--- config.mk ---
export PLATFORM = sky130hd
export DESIGN_NAME = grp_avg_unit
export DESIGN_NICKNAME = d
export VERILOG_FILES = /design/src/rtl/grp_pkg.sv /design/src/rtl/grp_divider.sv /design/src/rtl/grp_datapath.sv /design/src/rtl/grp_control.sv /design/src/rtl/grp_avg_unit.sv
export SDC_FILE = /design/constraint.sdc
export NUM_CORES = 2
export LEC_CHECK = 0
export CORE_MARGIN = 2
export CORE_UTILIZATION = 55
export DETAILED_ROUTE_END_ITERATION = 16
export DONT_BUFFER_PORTS = 1
export PLACE_DENSITY_LB_ADDON = 0.12
export SETUP_SLACK_MARGIN = 0.15
export SYNTH_ARGS = -nofsm -noshare
export SYNTH_HDL_FRONTEND = slang
export SYNTH_SLANG_ARGS = --single-unit
--- constraint.sdc ---
create_clock -name clk -period 4.87 [get_ports clk]
set_clock_uncertainty 0.1 [all_clocks]
set_input_delay 0.487 -clock clk [delete_from_list [all_inputs] [get_ports clk]]
set_output_delay 0.487 -clock clk [all_outputs]
set_load 0.1 [all_outputs]
--- src/rtl/grp_pkg.sv ---
package grp_pkg;

  typedef struct packed {
    logic accEn;     // accumulate the presented beat
    logic divStart;  // launch division for current group
    logic idxStep;   // move drain pointer to next group
    logic clearAll;  // wipe totals, counts and pointer
  } grp_ctrl_t;

  typedef enum logic [2:0] {
    ST_ACC,
    ST_FLUSH,
    ST_SCAN,
    ST_DIV,
    ST_OUT,
    ST_CLEAR
  } grp_state_t;

endpackage

--- src/rtl/grp_divider.sv ---
module grp_divider #(
  parameter int NUM_W = 48,
  parameter int DEN_W = 16
) (
  input  logic             clk,
  input  logic             rstN,
  input  logic             start,
  input  logic [NUM_W-1:0] numer,
  input  logic [DEN_W-1:0] denom,
  output logic [NUM_W-1:0] quotient,
  output logic             done
);

  localparam int STEP_W = $clog2(NUM_W + 1);
  localparam int PROD_W = NUM_W + DEN_W;

  logic [NUM_W-1:0]  quo;
  logic [NUM_W-1:0]  numSave;
  logic [DEN_W-1:0]  rem;
  logic [DEN_W-1:0]  dsr;
  logic [STEP_W-1:0] steps;
  logic              busy;
  logic [DEN_W:0]    trial;
  logic              fits;

  always_comb begin
    trial = {rem, quo[NUM_W-1]};
    fits  = trial >= {1'b0, dsr};
  end

  always_ff @(posedge clk or negedge rstN) begin
    if (!rstN) begin
      quo     <= '0;
      numSave <= '0;
      rem     <= '0;
      dsr     <= '0;
      steps   <= '0;
      busy    <= 1'b0;
      done    <= 1'b0;
    end else if (start) begin
      quo     <= numer;
      numSave <= numer;
      rem     <= '0;
      dsr     <= denom;
      steps   <= '0;
      busy    <= 1'b1;
      done    <= 1'b0;
    end else if (busy) begin
      if (fits) begin
        rem <= DEN_W'(trial - {1'b0, dsr});
        quo <= {quo[NUM_W-2:0], 1'b1};
      end else begin
        rem <= trial[DEN_W-1:0];
        quo <= {quo[NUM_W-2:0], 1'b0};
      end
      steps <= steps + STEP_W'(1);
      if (steps == STEP_W'(NUM_W - 1)) begin
        busy <= 1'b0;
        done <= 1'b1;
      end
    end else begin
      done <= 1'b0;
    end
  end

  assign quotient = quo;

  // Quotient must be the exact truncated result of the saved operands.
  logic [PROD_W-1:0] prod;
  always_comb prod = PROD_W'(quo) * PROD_W'(dsr);

  a_r7_quotient_exact: assert property (@(posedge clk) disable iff (!rstN)
    done |-> (prod <= PROD_W'(numSave)) &&
             ((PROD_W'(numSave) - prod) < PROD_W'(dsr)));

endmodule

--- src/rtl/grp_datapath.sv ---
module grp_datapath import grp_pkg::*; #(
  parameter int DATA_W     = 32,
  parameter int GID_W      = 8,
  parameter int NUM_GROUPS = 16,
  parameter int CNT_W      = 16,
  parameter int SUM_W      = 48,
  parameter int ERR_W      = 16,
  parameter int IDX_W      = 4
) (
  input  logic              clk,
  input  logic              rstN,
  input  grp_ctrl_t         ctrl,
  input  logic [DATA_W-1:0] inData,
  input  logic [GID_W-1:0]  inGroup,
  output logic [IDX_W-1:0]  curIdx,
  output logic [SUM_W-1:0]  curSum,
  output logic [CNT_W-1:0]  curCount,
  output logic              curNonzero,
  output logic              idxLast,
  output logic              restEmpty,
  output logic [ERR_W-1:0]  errCount
);

  logic [SUM_W-1:0] sumMem [NUM_GROUPS];
  logic [CNT_W-1:0] cntMem [NUM_GROUPS];
  logic [NUM_GROUPS-1:0] nzMask;

  // write-back stage registers
  logic              s1Valid;
  logic [IDX_W-1:0]  s1Gid;
  logic [DATA_W-1:0] s1Data;
  logic [SUM_W-1:0]  s1Sum;
  logic [CNT_W-1:0]  s1Cnt;

  logic              inRange;
  logic [IDX_W-1:0]  gidx;
  logic              fwdHit;
  logic [SUM_W-1:0]  wrSum;
  logic [CNT_W-1:0]  wrCnt;
  logic [SUM_W-1:0]  baseSum;
  logic [CNT_W-1:0]  baseCnt;

  always_comb begin
    inRange = 32'(inGroup) < NUM_GROUPS;
    gidx    = IDX_W'(inGroup);
    wrSum   = s1Sum + SUM_W'(s1Data);
    wrCnt   = s1Cnt + CNT_W'(1);
    fwdHit  = s1Valid && (s1Gid == gidx);
    baseSum = fwdHit ? wrSum : sumMem[gidx];
    baseCnt = fwdHit ? wrCnt : cntMem[gidx];
  end

  always_ff @(posedge clk or negedge rstN) begin
    if (!rstN) begin
      s1Valid <= 1'b0;
      s1Gid   <= '0;
      s1Data  <= '0;
      s1Sum   <= '0;
      s1Cnt   <= '0;
    end else begin
      s1Valid <= ctrl.accEn && inRange;
      if (ctrl.accEn && inRange) begin
        s1Gid  <= gidx;
        s1Data <= inData;
        s1Sum  <= baseSum;
        s1Cnt  <= baseCnt;
      end
    end
  end

  always_ff @(posedge clk or negedge rstN) begin
    if (!rstN) begin
      for (int g = 0; g < NUM_GROUPS; g++) begin
        sumMem[g] <= '0;
        cntMem[g] <= '0;
      end
    end else if (ctrl.clearAll) begin
      for (int g = 0; g < NUM_GROUPS; g++) begin
        sumMem[g] <= '0;
        cntMem[g] <= '0;
      end
    end else if (s1Valid) begin
      sumMem[s1Gid] <= wrSum;
      cntMem[s1Gid] <= wrCnt;
    end
  end

  always_ff @(posedge clk or negedge rstN) begin
    if (!rstN) begin
      errCount <= '0;
    end else if (ctrl.accEn && !inRange && (errCount != '1)) begin
      errCount <= errCount + ERR_W'(1);
    end
  end

  always_ff @(posedge clk or negedge rstN) begin
    if (!rstN) begin
      curIdx <= '0;
    end else if (ctrl.clearAll) begin
      curIdx <= '0;
    end else if (ctrl.idxStep) begin
      curIdx <= curIdx + IDX_W'(1);
    end
  end

  for (genvar g = 0; g < NUM_GROUPS; g++) begin : g_nz
    assign nzMask[g] = cntMem[g] != '0;
  end

  always_comb begin
    curSum     = sumMem[curIdx];
    curCount   = cntMem[curIdx];
    curNonzero = nzMask[curIdx];
    idxLast    = 32'(curIdx) == NUM_GROUPS - 1;
    restEmpty  = ((nzMask >> curIdx) >> 1) == '0;
  end

  a_r5_err_step: assert property (@(posedge clk) disable iff (!rstN)
    (errCount != $past(errCount)) |-> (errCount == $past(errCount) + ERR_W'(1)));

  a_r4_forward_count: assert property (@(posedge clk) disable iff (!rstN)
    (s1Valid && $past(s1Valid) && (s1Gid == $past(s1Gid)))
      |-> (s1Cnt == $past(s1Cnt) + CNT_W'(1)));

  a_r6_skip_empty: assert property (@(posedge clk) disable iff (!rstN)
    ctrl.divStart |-> curNonzero);

  a_r10_cleared: assert property (@(posedge clk) disable iff (!rstN)
    ctrl.clearAll |=> (nzMask == '0) && (curIdx == '0));

endmodule

--- src/rtl/grp_control.sv ---
module grp_control import grp_pkg::*; (
  input  logic      clk,
  input  logic      rstN,
  input  logic      inValid,
  input  logic      inLast,
  output logic      inReady,
  output logic      outValid,
  input  logic      outReady,
  output logic      outLast,
  input  logic      curNonzero,
  input  logic      idxLast,
  input  logic      restEmpty,
  input  logic      divDone,
  output grp_ctrl_t ctrl
);

  grp_state_t state, stateNext;

  always_comb begin
    stateNext     = state;
    ctrl          = '0;
    inReady       = 1'b0;
    outValid      = 1'b0;
    outLast       = 1'b0;
    unique case (state)
      ST_ACC: begin
        inReady    = 1'b1;
        ctrl.accEn = inValid;
        if (inValid && inLast) stateNext = ST_FLUSH;
      end
      ST_FLUSH: stateNext = ST_SCAN;
      ST_SCAN: begin
        if (curNonzero) begin
          ctrl.divStart = 1'b1;
          stateNext     = ST_DIV;
        end else if (idxLast) begin
          stateNext = ST_CLEAR;
        end else begin
          ctrl.idxStep = 1'b1;
        end
      end
      ST_DIV: if (divDone) stateNext = ST_OUT;
      ST_OUT: begin
        outValid = 1'b1;
        outLast  = restEmpty;
        if (outReady) begin
          if (restEmpty) begin
            stateNext = ST_CLEAR;
          end else begin
            ctrl.idxStep = 1'b1;
            stateNext    = ST_SCAN;
          end
        end
      end
      ST_CLEAR: begin
        ctrl.clearAll = 1'b1;
        stateNext     = ST_ACC;
      end
      default: stateNext = ST_ACC;
    endcase
  end

  always_ff @(posedge clk or negedge rstN) begin
    if (!rstN) state <= ST_ACC;
    else       state <= stateNext;
  end

  a_r9_out_hold: assert property (@(posedge clk) disable iff (!rstN)
    (outValid && !outReady) |=> (outValid && $stable(outLast)));

  a_r10_back_to_accept: assert property (@(posedge clk) disable iff (!rstN)
    (outValid && outReady && outLast) |=> !outValid ##1 inReady);

endmodule

--- src/rtl/grp_avg_unit.sv ---
module grp_avg_unit import grp_pkg::*; #(
  parameter int DATA_W     = 32,
  parameter int GID_W      = 8,
  parameter int NUM_GROUPS = 16,
  parameter int CNT_W      = 16,
  parameter int ERR_W      = 16
) (
  input  logic                     clk,
  input  logic                     rstN,
  input  logic                     inValid,
  output logic                     inReady,
  input  logic [DATA_W-1:0]        inData,
  input  logic [GID_W-1:0]         inGroup,
  input  logic                     inLast,
  output logic                     outValid,
  input  logic                     outReady,
  output logic                     outLast,
  output logic [GID_W-1:0]         outGroup,
  output logic [DATA_W+CNT_W-1:0]  outSum,
  output logic [CNT_W-1:0]         outCount,
  output logic [DATA_W+CNT_W-1:0]  outAvg,
  output logic [ERR_W-1:0]         errCount
);

  localparam int SUM_W = DATA_W + CNT_W;
  localparam int IDX_W = (NUM_GROUPS > 1) ? $clog2(NUM_GROUPS) : 1;

  grp_ctrl_t        ctrl;
  logic [IDX_W-1:0] curIdx;
  logic [SUM_W-1:0] curSum;
  logic [CNT_W-1:0] curCount;
  logic             curNonzero;
  logic             idxLast;
  logic             restEmpty;
  logic             divDone;
  logic [SUM_W-1:0] quotient;

  grp_control i_control (
    .clk        (clk),
    .rstN       (rstN),
    .inValid    (inValid),
    .inLast     (inLast),
    .inReady    (inReady),
    .outValid   (outValid),
    .outReady   (outReady),
    .outLast    (outLast),
    .curNonzero (curNonzero),
    .idxLast    (idxLast),
    .restEmpty  (restEmpty),
    .divDone    (divDone),
    .ctrl       (ctrl)
  );

  grp_datapath #(
    .DATA_W     (DATA_W),
    .GID_W      (GID_W),
    .NUM_GROUPS (NUM_GROUPS),
    .CNT_W      (CNT_W),
    .SUM_W      (SUM_W),
    .ERR_W      (ERR_W),
    .IDX_W      (IDX_W)
  ) i_datapath (
    .clk        (clk),
    .rstN       (rstN),
    .ctrl       (ctrl),
    .inData     (inData),
    .inGroup    (inGroup),
    .curIdx     (curIdx),
    .curSum     (curSum),
    .curCount   (curCount),
    .curNonzero (curNonzero),
    .idxLast    (idxLast),
    .restEmpty  (restEmpty),
    .errCount   (errCount)
  );

  grp_divider #(
    .NUM_W (SUM_W),
    .DEN_W (CNT_W)
  ) i_divider (
    .clk      (clk),
    .rstN     (rstN),
    .start    (ctrl.divStart),
    .numer    (curSum),
    .denom    (curCount),
    .quotient (quotient),
    .done     (divDone)
  );

  assign outGroup = GID_W'(curIdx);
  assign outSum   = curSum;
  assign outCount = curCount;
  assign outAvg   = quotient;

endmodule

# Word-level counts from Yosys, hierarchy flattened
# Index checks and enable logic that the tools add are counted.
[classes]
reduce_logical = 29
n_shift = 1
n_addsub = 6
order_cmp = 7
n_eq_ne = 14
bitwise = 3
mux = 61
[op_table]
columns = ["operator", "n"]
rows = [
  ["$mux W768", 2],
  ["$bwmux W768", 1],
  ["$mux W256", 2],
  ["$bmux W48 S4", 2],
  ["$mux W48", 8],
  ["$bwmux W256", 1],
  ["$reduce_bool A16 Y1", 16],
  ["$demux W48 S4", 1],
  ["$mux W16", 9],
  ["$bmux W16 S4", 2],
  ["$demux W16 S4", 1],
  ["$add A48 B32 Y48", 1],
  ["$add A16 B1 Y16 const B", 2],
  ["$mux W1", 19],
  ["$mux W3", 6],
  ["$ge A17 B16 Y1", 1],
  ["$logic_not A16 Y1", 1],
  ["$ne A16 B16 Y1 const B", 1],
  ["$shr A16 B4 Y16", 1],
  ["$sub A16 B16 Y16", 1],
  ["$ge A5 B5 Y1 const B", 3],
  ["$not A4 Y5", 3],
  ["$pmux W3 S5", 1],
  ["$mux W6", 2],
  ["22 further kinds", 34],
]
[word_totals]
out_inout_bits = 139
input_bits = 45
word_cells = 167
regBits = 1236

# Longest topological paths before layout
[depth]
word_depth = 8
mapped_depth = 14
ltp_nobuf = 12

# By module
# Synthesis repeated with hierarchy kept, for this count alone.
[hier_totals]
cells_unflattened = 5297
hier_area_um2 = 64972.3
[by_module_without_submodules]
columns = ["module", "seq_area_each_um2", "instances", "cells_per_inst", "area_each_um2"]
rows = [
  ["grp_datapath", 28652.5, 1, 4705, 59558.4],
  ["grp_divider", 2202.1, 1, 555, 5094.9],
  ["grp_control", 75.1, 1, 32, 285.3],
  ["grp_avg_unit", 0.0, 1, 5, 33.8],
]

# Worst setup path after synthesis
# No wires, ideal clock.
[synth_path]
path_kind = "register to output"
startpoint = "register i_datapath.curIdx[1]"
endpoint = "output port outLast"
t_arrival_ns = 3.788
path_buffers = 3
required_ns = 4.283
setup_slack_ns = 0.495
stages_incl_launch_ff = 9
path_cell_list = "dfrtp_1 -> buf_2 -> buf_1 -> clkbuf_1 -> o2111ai_1 -> o41ai_1 -> a31o_2 -> o211ai_1 -> nor2_1"
[synth_via]
elab_chain_cells = 3
[synth_lines]
columns = ["item", "line_no", "source"]
rows = [
  ["from (decl)", "grp_datapath.sv:15", "output logic [IDX_W-1:0] curIdx,"],
  ["from (signal assigned)", "grp_datapath.sv:102", "curIdx <= curIdx + IDX_W'(1);"],
  ["$shr A16 B4 Y16", "grp_datapath.sv:115", "restEmpty = ((nzMask >> curIdx) >> 1) == '0;"],
  ["$logic_not A16 Y1", "grp_datapath.sv:115", ""],
  ["$mux W1", "grp_control.sv:25", "unique case (state)"],
  ["to (decl)", "grp_avg_unit.sv:17", "output logic outLast,"],
]
# No other way between the ends.

# Worst setup path after layout
[layout_path]
startpoint = "register i_datapath.cntMem[163] (netlist bit)"
endpoint = "output port outLast"
[layout_via]
elab_chain_cells = 4
[layout_lines]
columns = ["item", "line_no", "source"]
rows = [
  ["from (decl)", "grp_datapath.sv:25", "logic [CNT_W-1:0] cntMem [NUM_GROUPS];"],
  ["from (signal, indexed assignment)", "grp_datapath.sv:84", "cntMem[s1Gid] <= wrCnt;"],
  ["$reduce_bool A16 Y1", "grp_datapath.sv:107", "assign nzMask[g] = cntMem[g] != '0;"],
  ["$shr A16 B4 Y16", "grp_datapath.sv:115", ""],
  ["$logic_not A16 Y1", "grp_datapath.sv:115", ""],
  ["$mux W1", "grp_control.sv:25", ""],
]
# No other way between the ends.

==> flow_summary_export.csv <==
group,metric,value,unit
global_routing,overflow,0,
route,drtIter0Drc,6356,
power_and_ir_drop,power_density,484,nW/um2
placed_design,io_buffer_count,0,
power_and_ir_drop,max-vdd-ir-drop,0.416,mV
route,wl_met3,26100,um
timing,tns,0,ns
global_routing,grt_max_degree,259,
route,vias_per_cell,7.26,
hold_path,hold_path_class,"in2reg",
cells_and_area,nets,5189,
worst_setup_path,timing.critical_path.cells,"nor4_1, nand4_1, mux4_2, nor2_1, a31o_2, a31o_2, o211ai_1, nor2_2, buf_4",
worst_setup_path,cp-start-kind,"flop",
cts,htreeDepth,4,
route,met2_wirelength,97100,um
power_and_ir_drop,p_seq_share,36.2,%
global_routing,grt_pass1_wl,327000,um
worst_setup_path,ff2ff_path_depth,14,
worst_setup_path,path_class,"reg2out",
worst_setup_path,endpoint_kind,"output port",
floorplanning,rows,125,
hold_path,min_from,"inGroup[2]",
global_routing,grt_pass1_vias,48766,
timing,fmax,222,MHz
logic_synthesis,synth_top_family_by_area,"multiplexers",
worst_setup_path,slowest_delay,0.68,ns
worst_setup_path,arrival,3.91,ns
timing,fin_crit,4.50,ns
logic_synthesis,ys_seq_elements,1236,
hold_path,worstHoldPathCells,3,
logic_synthesis,synthArstFlopShare,100,%
route,remaining_drc_errors,0,
placed_design,numPlacedInstances,6436,
logic_synthesis,ys_types,82,
logic_synthesis,synth.area.mux_share,23.4,%
cts,clock_sinks,1236,
logic_synthesis,netlist_area,64400,um2
cells_and_area,fin_area,71100,um2
cts,clk_pin_slew,0.06,ns
logic_synthesis,ys_seq_area_share,48.1,%
cts,cts_made_buffers,136,
floorplanning,dieArea,120000,um2
route,avgRoutedWirePerCell,32.4,um
logic_synthesis,syn_inst,5260,
route,num_vias,48836,
route,ant_nets,0,
placed_design,hpwl,123000,um
logic_synthesis,yosys.area_share.simple,8.16,%
route,topRoutingLayerUsed,"met5",
timing,fin_crit_sh,92.3,%
cells_and_area,final_cells,6723,
worst_setup_path,crit_top_cell,"a31o_2",
worst_setup_path,cp.required,4.28,ns
timing,whs,0.00167,ns
power_and_ir_drop,power.leakage,30.2,nW
power_and_ir_drop,pwr-share-clk,30.7,%
status,status,"finished clean",
hold_path,hold-path-endpoint,"i_datapath.s1Sum[37]",
logic_synthesis,synth_enable_flop_cells,0,
floorplanning,die_h,346,um
logic_synthesis,synth-xor-area-share,1.27,%
cts,cts_max_path_buffers,3,
timing,report.final.setup_viol,0,
logic_synthesis,synth-compound-area-share,14.8,%
worst_setup_path,rrSetupSlack,0.65,ns
power_and_ir_drop,power.total,34.4,mW
logic_synthesis,syn-mean-instance-area,12.2,um2
worst_setup_path,crit_slowest_cell,"nor4_1",
floorplanning,top_level_ports,184,
worst_setup_path,rr_startpoint,"i_datapath.s1Sum[0]",
worst_setup_path,r2r_end,"i_datapath.sumMem[134]",
timing,slew_viol_final,0,
cells_and_area,final_common_cell,"dfrtp_1",
cts,clk-insertion-delay-late,0.79,ns
cts,cts_root_buf,"clkbuf_16",
power_and_ir_drop,p_sw,13.2,mW
floorplanning,core,116000,um2
global_routing,grt_usage,36.8,%
worst_setup_path,path_max_fanout,4,
route,drt-met1-wl,85500,um
timing,timing.final.hold_violations,0,
cells_and_area,drive_gt1_share,21.1,%
timing,rsz0062_at_grt,"no",
timing,slew_headroom,12.1,%
job,maxCapViolations,0,
route,firstDrtPassIters,6,
cells_and_area,area.growth.synth_to_final,10.4,%
cts,cts_tree,"built",
timing,worst_slew_pin_slew,1.32,ns
power_and_ir_drop,swShare,38.3,%
floorplanning,initial_core_util,55.4,%
power_and_ir_drop,p_comb_share,33.0,%
logic_synthesis,synth_fa_ha_area_share,1.07,%
route,routed_wl,218000,um
logic_synthesis,yosysWarnings,0,
logic_synthesis,synth_ff_type,"dfrtp_1",
cts,postCtsSetupBuffers,0,
placed_design,postPlaceCellArea,66100,um2
floorplanning,die_width,346,um
power_and_ir_drop,p_int,21.2,mW
placed_design,place_congestion,0.928,
cells_and_area,layout_common_cells,"dfrtp_1, nand2_1, mux4_2",
global_routing,antenna_found_initial,9,
-- repair_timing --
| action | CTS | global route |
|---|---|---|
| hold buffers | 40 | 0 |
| endpoints found under the hold margin | 348 | 0 |
| resized for setup | 0 | 0 |
-- sequential cells by signal (all words and copies together) (netlist names) --
name and cells:
i_datapath.sumMem 768, i_datapath.cntMem 256, i_datapath.s1Sum 48, i_divider.quotient 48, i_datapath.s1Data 32, i_datapath.errCount 16
i_datapath.s1Cnt 16, i_divider.dsr 16, i_divider.rem 16, i_divider.steps 6, i_datapath.curIdx 4, i_datapath.s1Gid 4
i_control.state 3, i_datapath.s1Valid 1, i_divider.busy 1, i_divider.done 1
-- stage by stage --
step,setup WS (ns),util [%]
2_1_floorplan,0.495,-
3_3_place_gp,0.785,56.9
3_5_place_dp,0.736,56.9
4_1_cts,0.468,61.1
5_1_grt,0.268,61.1
6_report,0.373,61.2
-- worst max path at each step --
stage / start / end / slack [ns] / cells after the start
2_1_floorplan: i_datapath.curIdx[1] / outLast / 0.50 / 8
3_3_place_gp: i_datapath.s1Sum[0] / i_datapath.sumMem[182] / 0.78 / 14
3_5_place_dp: i_datapath.s1Sum[0] / i_datapath.sumMem[134] / 0.74 / 14
4_1_cts: i_datapath.cntMem[168] / outLast / 0.47 / 9
5_1_grt: i_datapath.cntMem[148] / outLast / 0.27 / 9
6_report: i_datapath.cntMem[163] / outLast / 0.37 / 9
-- synth_stat cells, types with 7 or more instances --
master	instances	area, um2
xnor2_1	55	482
a22o_1	527	4620
nor3_1	27	135
clkbuf_1	408	1530
or3_1	9	56.3
dfrtp_1	1236	30900
and4_1	11	96.3
o211ai_1	7	52.6
a21oi_1	99	495
inv_1	39	146
buf_2	22	110
o21ai_1	26	130
o22a_1	7	61.3
buf_1	63	236
o21ai_0	576	2880
nor2_1	156	586
nand4_1	22	138
nor2b_1	9	56.3
o21bai_1	8	60.1
mux2i_1	52	521
nor4_1	68	425
o21a_1	13	97.6
nand3_1	46	230
a31oi_1	35	219
a211oi_1	17	128
and2_1	11	68.8
xor2_1	31	272
nand2_1	821	3080
mux4_2	644	14500
ha_1	52	651
nand2b_1	11	68.8
and3_1	21	131
a21o_1	20	150
a311oi_1	12	105
-- per-layer routing --
layer  up-vias  global-route usage [%]
met3       626                    10.4
met5         -                       0
met1     25347                    52.4
li1      19686                       -
met4        10                    14.1
met2      3167                    54.4
-- logic make-up after synthesis --
logic type / after synthesis
AND/OR/NAND/NOR: 1234
other: 1
flip-flops: 1236
multiplexers: 700
AO/OA/AOI/OAI: 1404
buffers and inverters: 541
adder cells (fa/ha/maj): 54
XOR/XNOR: 90
-- power by group through the flow --
stage	clock network [mW]	registers, mW	logic (mW)
2_1_floorplan	0	12.3	7.97
3_3_place_gp	0	12.6	11.1
3_5_place_dp	0	12.6	11.1
4_1_cts	10.7	12.4	11.2
5_1_grt	11.1	12.6	12.1
6_report	10.6	12.5	11.4
-- critical path: cells and delay by family (launching register included) --
kind	cells	cell delay, ns
AO/OA/AOI/OAI	3	0.61
AND/OR/NAND/NOR	4	1.26
buffers and inverters	1	0.30
flip-flops	1	0.40
multiplexers	1	0.54
-- layout make-up --
cell class / instances / area (um2)
fillers: 9049 / 45100
multi-input cells: 3486 / 31700
flip-flops and latches: 1236 / 30900
clock buffers: 198 / 4030
well taps: 1524 / 1910
repair buffers: 188 / 1770
clock inverters: 44 / 492
inverters: 42 / 165
diodes: 5 / 12.5
Power figures use the tool's default switching activity.
